## config.mk

```make
export PLATFORM = sky130hd
export DESIGN_NAME = seg_col_loader
export DESIGN_NICKNAME = d
export VERILOG_FILES = /design/src/rtl/seg_pkg.sv /design/src/rtl/seg_fall_detect.sv /design/src/rtl/seg_fill_ctrl.sv /design/src/rtl/seg_disp_ctrl.sv /design/src/rtl/seg_col_loader.sv
export SDC_FILE = /design/constraint.sdc
export NUM_CORES = 1
export LEC_CHECK = 0
export BUFFER_PORTS_ARGS = -buffer_cell sky130_fd_sc_hd__buf_2
export CORE_MARGIN = 2
export CORE_UTILIZATION = 40
export CTS_CLUSTER_SIZE = 20
export DETAILED_ROUTE_END_ITERATION = 8
export PLACE_DENSITY = 0.69
export SLEW_MARGIN = 30
export SYNTH_ARGS = -nofsm -noshare
export SYNTH_HDL_FRONTEND = slang
export SYNTH_HIERARCHICAL = 1
export SYNTH_SLANG_ARGS = --single-unit
```

## constraint.sdc

```tcl
create_clock -name clk -period 10.05 [get_ports clk]
set_input_delay 2.01 -clock clk [delete_from_list [all_inputs] [get_ports clk]]
set_output_delay 2.01 -clock clk [all_outputs]
set_load 0.02 [all_outputs]
```

## src/rtl/seg_pkg.sv

```systemverilog
package seg_pkg;

    typedef enum logic [1:0] {
        LV_VSS = 2'b00,
        LV_V43 = 2'b01,
        LV_V12 = 2'b10,
        LV_V0  = 2'b11
    } level_t;

    typedef enum logic {
        FILL_READY,
        FILL_FULL
    } fill_state_t;

    typedef enum logic [1:0] {
        DISP_BLANK,
        DISP_NONSEL,
        DISP_SHOW
    } disp_state_t;

    function automatic level_t encode_level(input logic sel, input logic inv,
                                            input logic on, input logic show);
        level_t lv;
        if (!on)
            lv = LV_VSS;
        else if (!show || !sel)
            lv = inv ? LV_V12 : LV_V43;
        else
            lv = inv ? LV_V0 : LV_VSS;
        return lv;
    endfunction

endpackage

```

## src/rtl/seg_fall_detect.sv

```systemverilog
module seg_fall_detect (
    input  logic clk,
    input  logic rst_n,
    input  logic sig,
    output logic fall
);
    logic prev_q;

    always_ff @(posedge clk or negedge rst_n) begin
        if (!rst_n)
            prev_q <= 1'b0;
        else
            prev_q <= sig;
    end

    assign fall = prev_q & ~sig;
endmodule

```

## src/rtl/seg_fill_ctrl.sv

```systemverilog
module seg_fill_ctrl
    import seg_pkg::*;
#(
    parameter int NOUT = 240
) (
    input  logic            clk,
    input  logic            rst_n,
    input  logic            shift_fall,
    input  logic            line_fall,
    input  logic            en_in_n,
    input  logic            nibble_mode,
    input  logic            dir_fwd,
    input  logic [7:0]      data_in,
    output logic [NOUT-1:0] data_latch,
    output logic            full
);
    localparam int WORDS8 = NOUT / 8;
    localparam int WORDS4 = NOUT / 4;
    localparam int CW     = $clog2(WORDS4 + 1);
    localparam logic [CW-1:0] LAST8 = CW'(WORDS8 - 1);
    localparam logic [CW-1:0] LAST4 = CW'(WORDS4 - 1);

    fill_state_t     state_q, state_d;
    logic [CW-1:0]   ptr_q;
    logic            accept;
    logic            at_last;

    assign at_last = (ptr_q == (nibble_mode ? LAST4 : LAST8));
    assign accept  = (state_q == FILL_READY) && shift_fall && !en_in_n && !line_fall;

    // state register
    always_ff @(posedge clk or negedge rst_n) begin
        if (!rst_n)
            state_q <= FILL_READY;
        else
            state_q <= state_d;
    end

    // next state
    always_comb begin
        state_d = state_q;
        unique case (state_q)
            FILL_READY: if (accept && at_last) state_d = FILL_FULL;
            FILL_FULL:  if (line_fall)         state_d = FILL_READY;
            default:                           state_d = FILL_READY;
        endcase
    end

    // fill pointer
    always_ff @(posedge clk or negedge rst_n) begin
        if (!rst_n)
            ptr_q <= '0;
        else if (line_fall)
            ptr_q <= '0;
        else if (accept && !at_last)
            ptr_q <= ptr_q + 1'b1;
    end

    assign full = (state_q == FILL_FULL);

    // per-position capture: each position knows which word and bit feed it
    for (genvar p = 0; p < NOUT; p++) begin : g_pos
        localparam int QF = p;
        localparam int QR = NOUT - 1 - p;
        localparam logic [CW-1:0] WF8 = CW'(QF / 8);
        localparam logic [CW-1:0] WF4 = CW'(QF / 4);
        localparam logic [CW-1:0] WR8 = CW'(QR / 8);
        localparam logic [CW-1:0] WR4 = CW'(QR / 4);
        localparam logic [2:0]    BF8 = 3'(QF % 8);
        localparam logic [2:0]    BF4 = 3'(QF % 4);
        localparam logic [2:0]    BR8 = 3'(QR % 8);
        localparam logic [2:0]    BR4 = 3'(QR % 4);

        logic [CW-1:0] wsel;
        logic [2:0]    bsel;
        logic          bit_q;

        always_comb begin
            unique case ({dir_fwd, nibble_mode})
                2'b11:   begin wsel = WF4; bsel = BF4; end
                2'b10:   begin wsel = WF8; bsel = BF8; end
                2'b01:   begin wsel = WR4; bsel = BR4; end
                default: begin wsel = WR8; bsel = BR8; end
            endcase
        end

        always_ff @(posedge clk or negedge rst_n) begin
            if (!rst_n)
                bit_q <= 1'b0;
            else if (accept && (wsel == ptr_q))
                bit_q <= data_in[bsel];
        end

        assign data_latch[p] = bit_q;
    end
endmodule

```

## src/rtl/seg_disp_ctrl.sv

```systemverilog
module seg_disp_ctrl
    import seg_pkg::*;
#(
    parameter int NOUT = 240
) (
    input  logic              clk,
    input  logic              rst_n,
    input  logic              line_fall,
    input  logic              blank_n,
    input  logic              frame_inv,
    input  logic [NOUT-1:0]   data_latch,
    output logic [2*NOUT-1:0] drive_code
);
    disp_state_t     state_q, state_d;
    logic [NOUT-1:0] line_q;
    logic            show;

    // state register
    always_ff @(posedge clk or negedge rst_n) begin
        if (!rst_n)
            state_q <= DISP_NONSEL;
        else
            state_q <= state_d;
    end

    // next state
    always_comb begin
        state_d = state_q;
        if (!blank_n) begin
            state_d = DISP_BLANK;
        end else begin
            unique case (state_q)
                DISP_BLANK:  state_d = DISP_NONSEL;
                DISP_NONSEL: if (line_fall) state_d = DISP_SHOW;
                DISP_SHOW:   state_d = DISP_SHOW;
                default:     state_d = DISP_NONSEL;
            endcase
        end
    end

    // line latch
    always_ff @(posedge clk or negedge rst_n) begin
        if (!rst_n)
            line_q <= '0;
        else if (!blank_n)
            line_q <= '0;
        else if (line_fall)
            line_q <= data_latch;
    end

    assign show = (state_q == DISP_SHOW);

    // outputs
    for (genvar p = 0; p < NOUT; p++) begin : g_drv
        assign drive_code[2*p +: 2] = encode_level(line_q[p], frame_inv, blank_n, show);
    end
endmodule

```

## src/rtl/seg_col_loader.sv

```systemverilog
module seg_col_loader
    import seg_pkg::*;
#(
    parameter int NOUT = 240
) (
    input  logic              clk,
    input  logic              rst_n,
    input  logic              shift_clk,
    input  logic              line_pulse,
    input  logic [7:0]        data_in,
    input  logic              nibble_mode,
    input  logic              dir_fwd,
    input  logic              blank_n,
    input  logic              frame_inv,
    input  logic              link_a_in,
    output logic              link_a_out,
    output logic              link_a_oe,
    input  logic              link_b_in,
    output logic              link_b_out,
    output logic              link_b_oe,
    output logic [2*NOUT-1:0] drive_code
);
    logic            shift_fall;
    logic            line_fall;
    logic            en_in_n;
    logic            full;
    logic            handoff_n;
    logic [NOUT-1:0] data_latch;

    seg_fall_detect u_shift_edge (
        .clk  (clk),
        .rst_n(rst_n),
        .sig  (shift_clk),
        .fall (shift_fall)
    );

    seg_fall_detect u_line_edge (
        .clk  (clk),
        .rst_n(rst_n),
        .sig  (line_pulse),
        .fall (line_fall)
    );

    assign en_in_n = dir_fwd ? link_a_in : link_b_in;

    seg_fill_ctrl #(.NOUT(NOUT)) u_fill (
        .clk        (clk),
        .rst_n      (rst_n),
        .shift_fall (shift_fall),
        .line_fall  (line_fall),
        .en_in_n    (en_in_n),
        .nibble_mode(nibble_mode),
        .dir_fwd    (dir_fwd),
        .data_in    (data_in),
        .data_latch (data_latch),
        .full       (full)
    );

    seg_disp_ctrl #(.NOUT(NOUT)) u_disp (
        .clk       (clk),
        .rst_n     (rst_n),
        .line_fall (line_fall),
        .blank_n   (blank_n),
        .frame_inv (frame_inv),
        .data_latch(data_latch),
        .drive_code(drive_code)
    );

    assign handoff_n  = ~full;
    assign link_a_oe  = ~dir_fwd;
    assign link_b_oe  = dir_fwd;
    assign link_a_out = dir_fwd ? 1'b1 : handoff_n;
    assign link_b_out = dir_fwd ? handoff_n : 1'b1;
endmodule

```

Word level (Yosys, flattened, before mapping):

Cells that the tools add are included.

* output and inout port bits: 484
* register bits: 491
* word-level logic and storage cells: 1460
* input bits: 18

* $lt $le $gt $ge: 8
* equality and inequality tests: 68
* multiplexer cells: 580
* bitwise gates (word level): 6
* reductions and logical operators: 551
* add/sub/neg operators: 1

Operator list (number)
* 6-bit case mux with 3 select lines: 54
* 2-bit 2-to-1 mux: 484
* 240-bit 2-to-1 mux: 2
* 6-bit == test: 57
* 1-bit logical NOT: 244
* 1-bit logical OR: 240
* 1-bit logical AND: 65
* 5-bit case mux with 3 select lines: 4
* 3-bit case mux with 2 select lines: 8
* 3-bit by 4-bit less-than comparator with 1-bit output, second input constant: 8
* 1-bit binary-select mux with 3-bit select: 8
* 5-bit by 6-bit == test with 1-bit output: 4
* 6-bit case mux with 2 select lines: 2
* 6-bit 2-to-1 mux: 3
* 1-bit 2-to-1 mux: 13
* 6-bit by 1-bit adder with 6-bit output, second input constant: 1
* 2-bit == test, second input constant: 3
* 2-bit by 1-bit == test with 1-bit output, second input constant: 2
* 1-bit NOT: 4
* 2-bit case mux with 2 select lines: 1
* 3-bit != test, second input constant: 1
* 1-bit bitwise AND: 2
* 2-bit by 1-bit != test with 1-bit output, second input constant: 1
* 1-bit case mux with 2 select lines: 1
* other kinds (2): 2

Longest topological paths before layout:

* depth in word-level cells: 8
* mapped depth: 9

Cells and area by module:

Netlist, hierarchy kept.

Modules (own cells, without submodules)
* seg_disp_ctrl: instances 1, sequential area each 6057.1 µm², cells each 1588, area an instance 15358.5 µm²
* seg_fill_ctrl: instances 1, sequential area each 6180.9 µm², cells each 949, area an instance 12176.7 µm²
* seg_fall_detect: instances 2, sequential area each 25.0 µm², cells each 2, area an instance 38.8 µm²
* seg_col_loader: instances 1, sequential area each 0.0 µm², cells each 5, area an instance 36.3 µm²

Least setup slack after synthesis:

OpenSTA, ideal clock, no wires.

* path kind: in2out
* start point: input port frame_inv
* end point: output port drive_code[101]
* setup slack: 1678 ps
* stages: 4
* required time: 8040 ps
* buffers on the path: 2
* data arrival time: 6362 ps
* cell sequence: nand2_2 clkbuf_1 inv_1 buf_4

* word-level cells in the longest chain between the ends: 3
* elaborated cells between the ends (all ways): 4
* those cells by class: mux (4)

Ends and longest elaborated chain
* from (decl): line seg_col_loader.sv:14 `input logic frame_inv,`
* 2-bit 2-to-1 mux (on tied branches): line seg_pkg.sv:29, seg_pkg.sv:27
* 2-bit 2-to-1 mux *: line seg_pkg.sv:26 `else if (!show || !sel)`
* 2-bit 2-to-1 mux *: line seg_pkg.sv:24 `if (!on)`
* to (decl): line seg_col_loader.sv:21 `output logic [2*NOUT-1:0] drive_code`

Every way passes the cells marked *; elsewhere a longest branch is shown, timed or not.

Worst setup path after layout:

* start point: input port blank_n
* end point: output port drive_code[453]

* word-level cells in the longest chain between the ends: 1

Ends and longest elaborated chain
* from (decl): line seg_col_loader.sv:13 `input logic blank_n,`
* 2-bit 2-to-1 mux: line seg_pkg.sv:24

Every way passes these cells.

==> summary.txt <==
Hold-fix buffer count after cts -> 0
CP max-delay cell -> clkbuf_8
Gate Count Post-Synth -> 2546
Ports -> 502
PnR Total Power -> 5.111 mW
Critical path buffers and inverters -> 4
First DRT Iteration DRCs -> 1028
CTS tree -> done
CTS Sinks -> 491
Startpoint Class -> input port
Routability cong. -> 0.8199
Clk_skew -> 0.02398 ns
Register area share after synthesis -> 44.44%
Fin area -> 0.02899 mm2
CTS root buf -> clkbuf_16
Hold Path Stages -> 2
Reg-to-reg slack, setup -> 6.51 ns
Cell Area, Placed -> 0.02702 mm2
Mean number of vias per cell -> 4.974
Via count -> 16.92k
CP Capture Type -> output pin
Yosys warns -> 6
Worst setup path class -> input port to output pin
Worst-path clk slew -> 0.06 ns
Antenna violations before repair -> 7
Buffers added on ports -> 501
Cts bufs inserted -> 53
Setup violators final -> 0
Initial core utilization -> 40.38%
Worst reg2reg startpoint -> u_line_edge/prev_q
Peak supply drop -> 0.0001152 V
Max Cap Viol -> 0
Postcts setup bufs -> 0
Worst-skew pair later-pin latency -> 0.60 ns
Setup TNS -> 0 ns
Commonest non-fill, non-tap cell in the layout -> buf_2
Detail Route Antenna Nets -> 0
Worst flop-to-flop path endpoint -> u_disp/state_q[1]
Max FO, Critical Path -> 206
Most frequent cells in the layout -> buf_2 (500), dfrtp_1 (490), mux2i_1 (485), nor2_1 (255), nand2_1 (253)
DPL Wire Length -> 41780 um
Setup slack after layout -> 3.994 ns
Cell count of the worst reg-to-reg path -> 6
Core Footprint -> 0.06847 mm2
Vias in the first global route -> 15.91k
Int Pwr -> 3.639 mW
Clock group share of total power -> 40.4%
Nets -> 2502
Gr usage total -> 18.05%
Crit path top cell by count -> buf_2
Switch Pwr -> 1.471 mW
Normalized max-slew margin -> 30.53%
Layout overhead on the synthesized area -> 4.847%
Slowest stage delay, CP -> 0.60 ns
Average size of a mapped cell -> 10.86 um2
Unrepaired setup endpoints after global routing -> false
Max H-tree Level -> 2
Total gr overflow -> 0
Resize count post-CTS -> 0
Largest net degree at the start of global routing -> 241
Worst-path cell chain -> buf_2 > nand2_8 > inv_4 > clkbuf_8 > buf_2
#FFs+latches synth -> 491
Hold path start -> u_disp/state_q[0]
Proportion of layout cells with a drive suffix above 1 -> 35.54%
WP data required -> 8.04 ns
Routed length per instance -> 19.34 um
DRT Wirelength -> 65780 um
Die area -> 0.07124 mm2
Hold Path End -> u_disp/state_q[0]
Row count -> 96
Hold Vio Cnt, Final -> 0
Top Family by Delay on Critical Path -> buffers and inverters
Largest cells by area after synthesis -> dfrtp_1 (44%), mux2i_1 (18%), buf_4 (14%)
Clk buf depth -> 3
Cell Pwr Density -> 176.3 mW/mm2
Lkg Pwr -> 15.72 nW
Switching fraction of total power -> 28.79%
Drt drc -> 0
Worst min-delay path category -> flop to flop
Drt pass-1 iters -> 7
Syn Nets -> 2573
Final Non-Filler Cells -> 3402
Share of the synthesized area in the top cell type -> 44.35%
Comb pwr share -> 16.9%
Dpl cells -> 3298
Area leader, netlist -> dfrtp_1
Yosys cell types -> 51
Global-route wire length before repair -> 98970 um
Sequential Power Share -> 42.7%
Final Cycle Share -> 60.26%
Fin crit period -> 6.056 ns
Max Transition Viols Final -> 0
Crit path DAT -> 4.05 ns
Status -> complete, no violations
Mapped Area -> 0.02765 mm2
Die H -> 266.9 um
Worst slew pin tran -> 1.042 ns
Maximum clock frequency -> 165.1 MHz
Pre-CTS setup slack -> 3.933 ns
DIE WIDTH -> 266.9 um
-- power groups by stage --
stage	Sequential, mW	Combinational, mW	Clock (mW)
2_1_floorplan	2.19	0.818	0
3_3_place_gp	2.21	0.861	0
3_5_place_dp	2.22	0.871	0
4_1_cts	2.18	0.874	2.11
5_1_grt	2.20	0.940	2.20
6_report	2.18	0.866	2.06
-- routing by layer --
| layer | wire [um] | part of all wire [%] | track usage, % | vias to the layer above |
|---|---|---|---|---|
| met5 | 48 | 0.073 | 0 | - |
| met4 | 1300 | 2.0 | 4.358 | 8 |
| met3 | 3280 | 5.0 | 3.118 | 77 |
| met2 | 31180 | 47 | 29.13 | 498 |
| met1 | 29970 | 46 | 25.22 | 8475 |
| li1 | - | - | - | 7864 |
-- stage by stage --
stage	hold WS, ns	util (%)
after detailed placement	0.4864	39.46
after global routing	0.5125	42.34
after CTS	0.4950	42.17
final	0.4910	42.34
after global placement	0.4824	39.43
after floorplan	0.4638	-
-- logic make-up after synthesis --
logic type / share of synthesized area [%]
XOR/XNOR: 0.7602
buffers and inverters: 16.68
flip-flops: 44.44
multiplexers: 28.03
adder cells (fa/ha/maj): 0.4073
AND/OR/NAND/NOR: 9.060
AO/OA/AOI/OAI: 0.6245
-- tightest hold or removal path, stage by stage (launching register included) --
cell	delay (ns)
dfstp_2	0.37
nand2_1	0.05
mux2i_1	0.06
-- cell type report --
cell class              instances  area, um2
well taps                     882       1104
clock inverters                20      296.5
clock buffers                  78       1563
repair buffers                526       2828
multi-input cells            1394      10860
diodes                          2      5.005
fillers                      6442      39480
inverters                       9      43.79
flip-flops and latches        491      12290
-- how the worst max path moves through the flow --
stage	end	start	slack, ns	cells past startpoint
floorplan	drive_code[101]	frame_inv	1.68	4
global placement	drive_code[77]	blank_n	3.77	5
detailed placement	drive_code[433]	blank_n	3.93	5
CTS	drive_code[433]	blank_n	3.93	5
global route	drive_code[443]	blank_n	3.70	5
finish	drive_code[453]	blank_n	3.99	5
-- registers in the layout (all words and copies together), names as in the netlist --
name                 cells
u_disp/line_q          240
u_fill/g_pos.bit_q     240
u_fill/ptr_q             6
u_disp/state_q           2
u_fill/full              1
u_line_edge/prev_q       1
u_shift_edge/prev_q      1
-- synthesized netlist by cell type (all sizes together) --
| cell type | n |
|---|---|
| nand4b | 2 |
| nand2 | 254 |
| xor2 | 13 |
| a32oi | 1 |
| mux4 | 3 |
| a21oi | 4 |
| o31ai | 2 |
| and3 | 1 |
| and4 | 1 |
| or3 | 2 |
| mux2i | 487 |
| ha | 9 |
| nor2b | 3 |
| nor4 | 1 |
| nor3 | 32 |
| nand2b | 4 |
| nor2 | 255 |
| o211ai | 1 |
| and2 | 1 |
| dfstp | 1 |
| o22ai | 1 |
| a31o | 1 |
| a211oi | 4 |
| clkbuf | 66 |
| xnor2 | 11 |
| buf | 586 |
| nand3 | 30 |
| o21bai | 2 |
| inv | 9 |
| or4b | 3 |
| a31oi | 2 |
| nor3b | 1 |
| a21o | 1 |
| mux2 | 249 |
| dfrtp | 490 |
| nand4 | 8 |
| o21ai | 3 |
| nor4b | 1 |
| a2111oi | 1 |
Power figures use the tool's default switching activity.
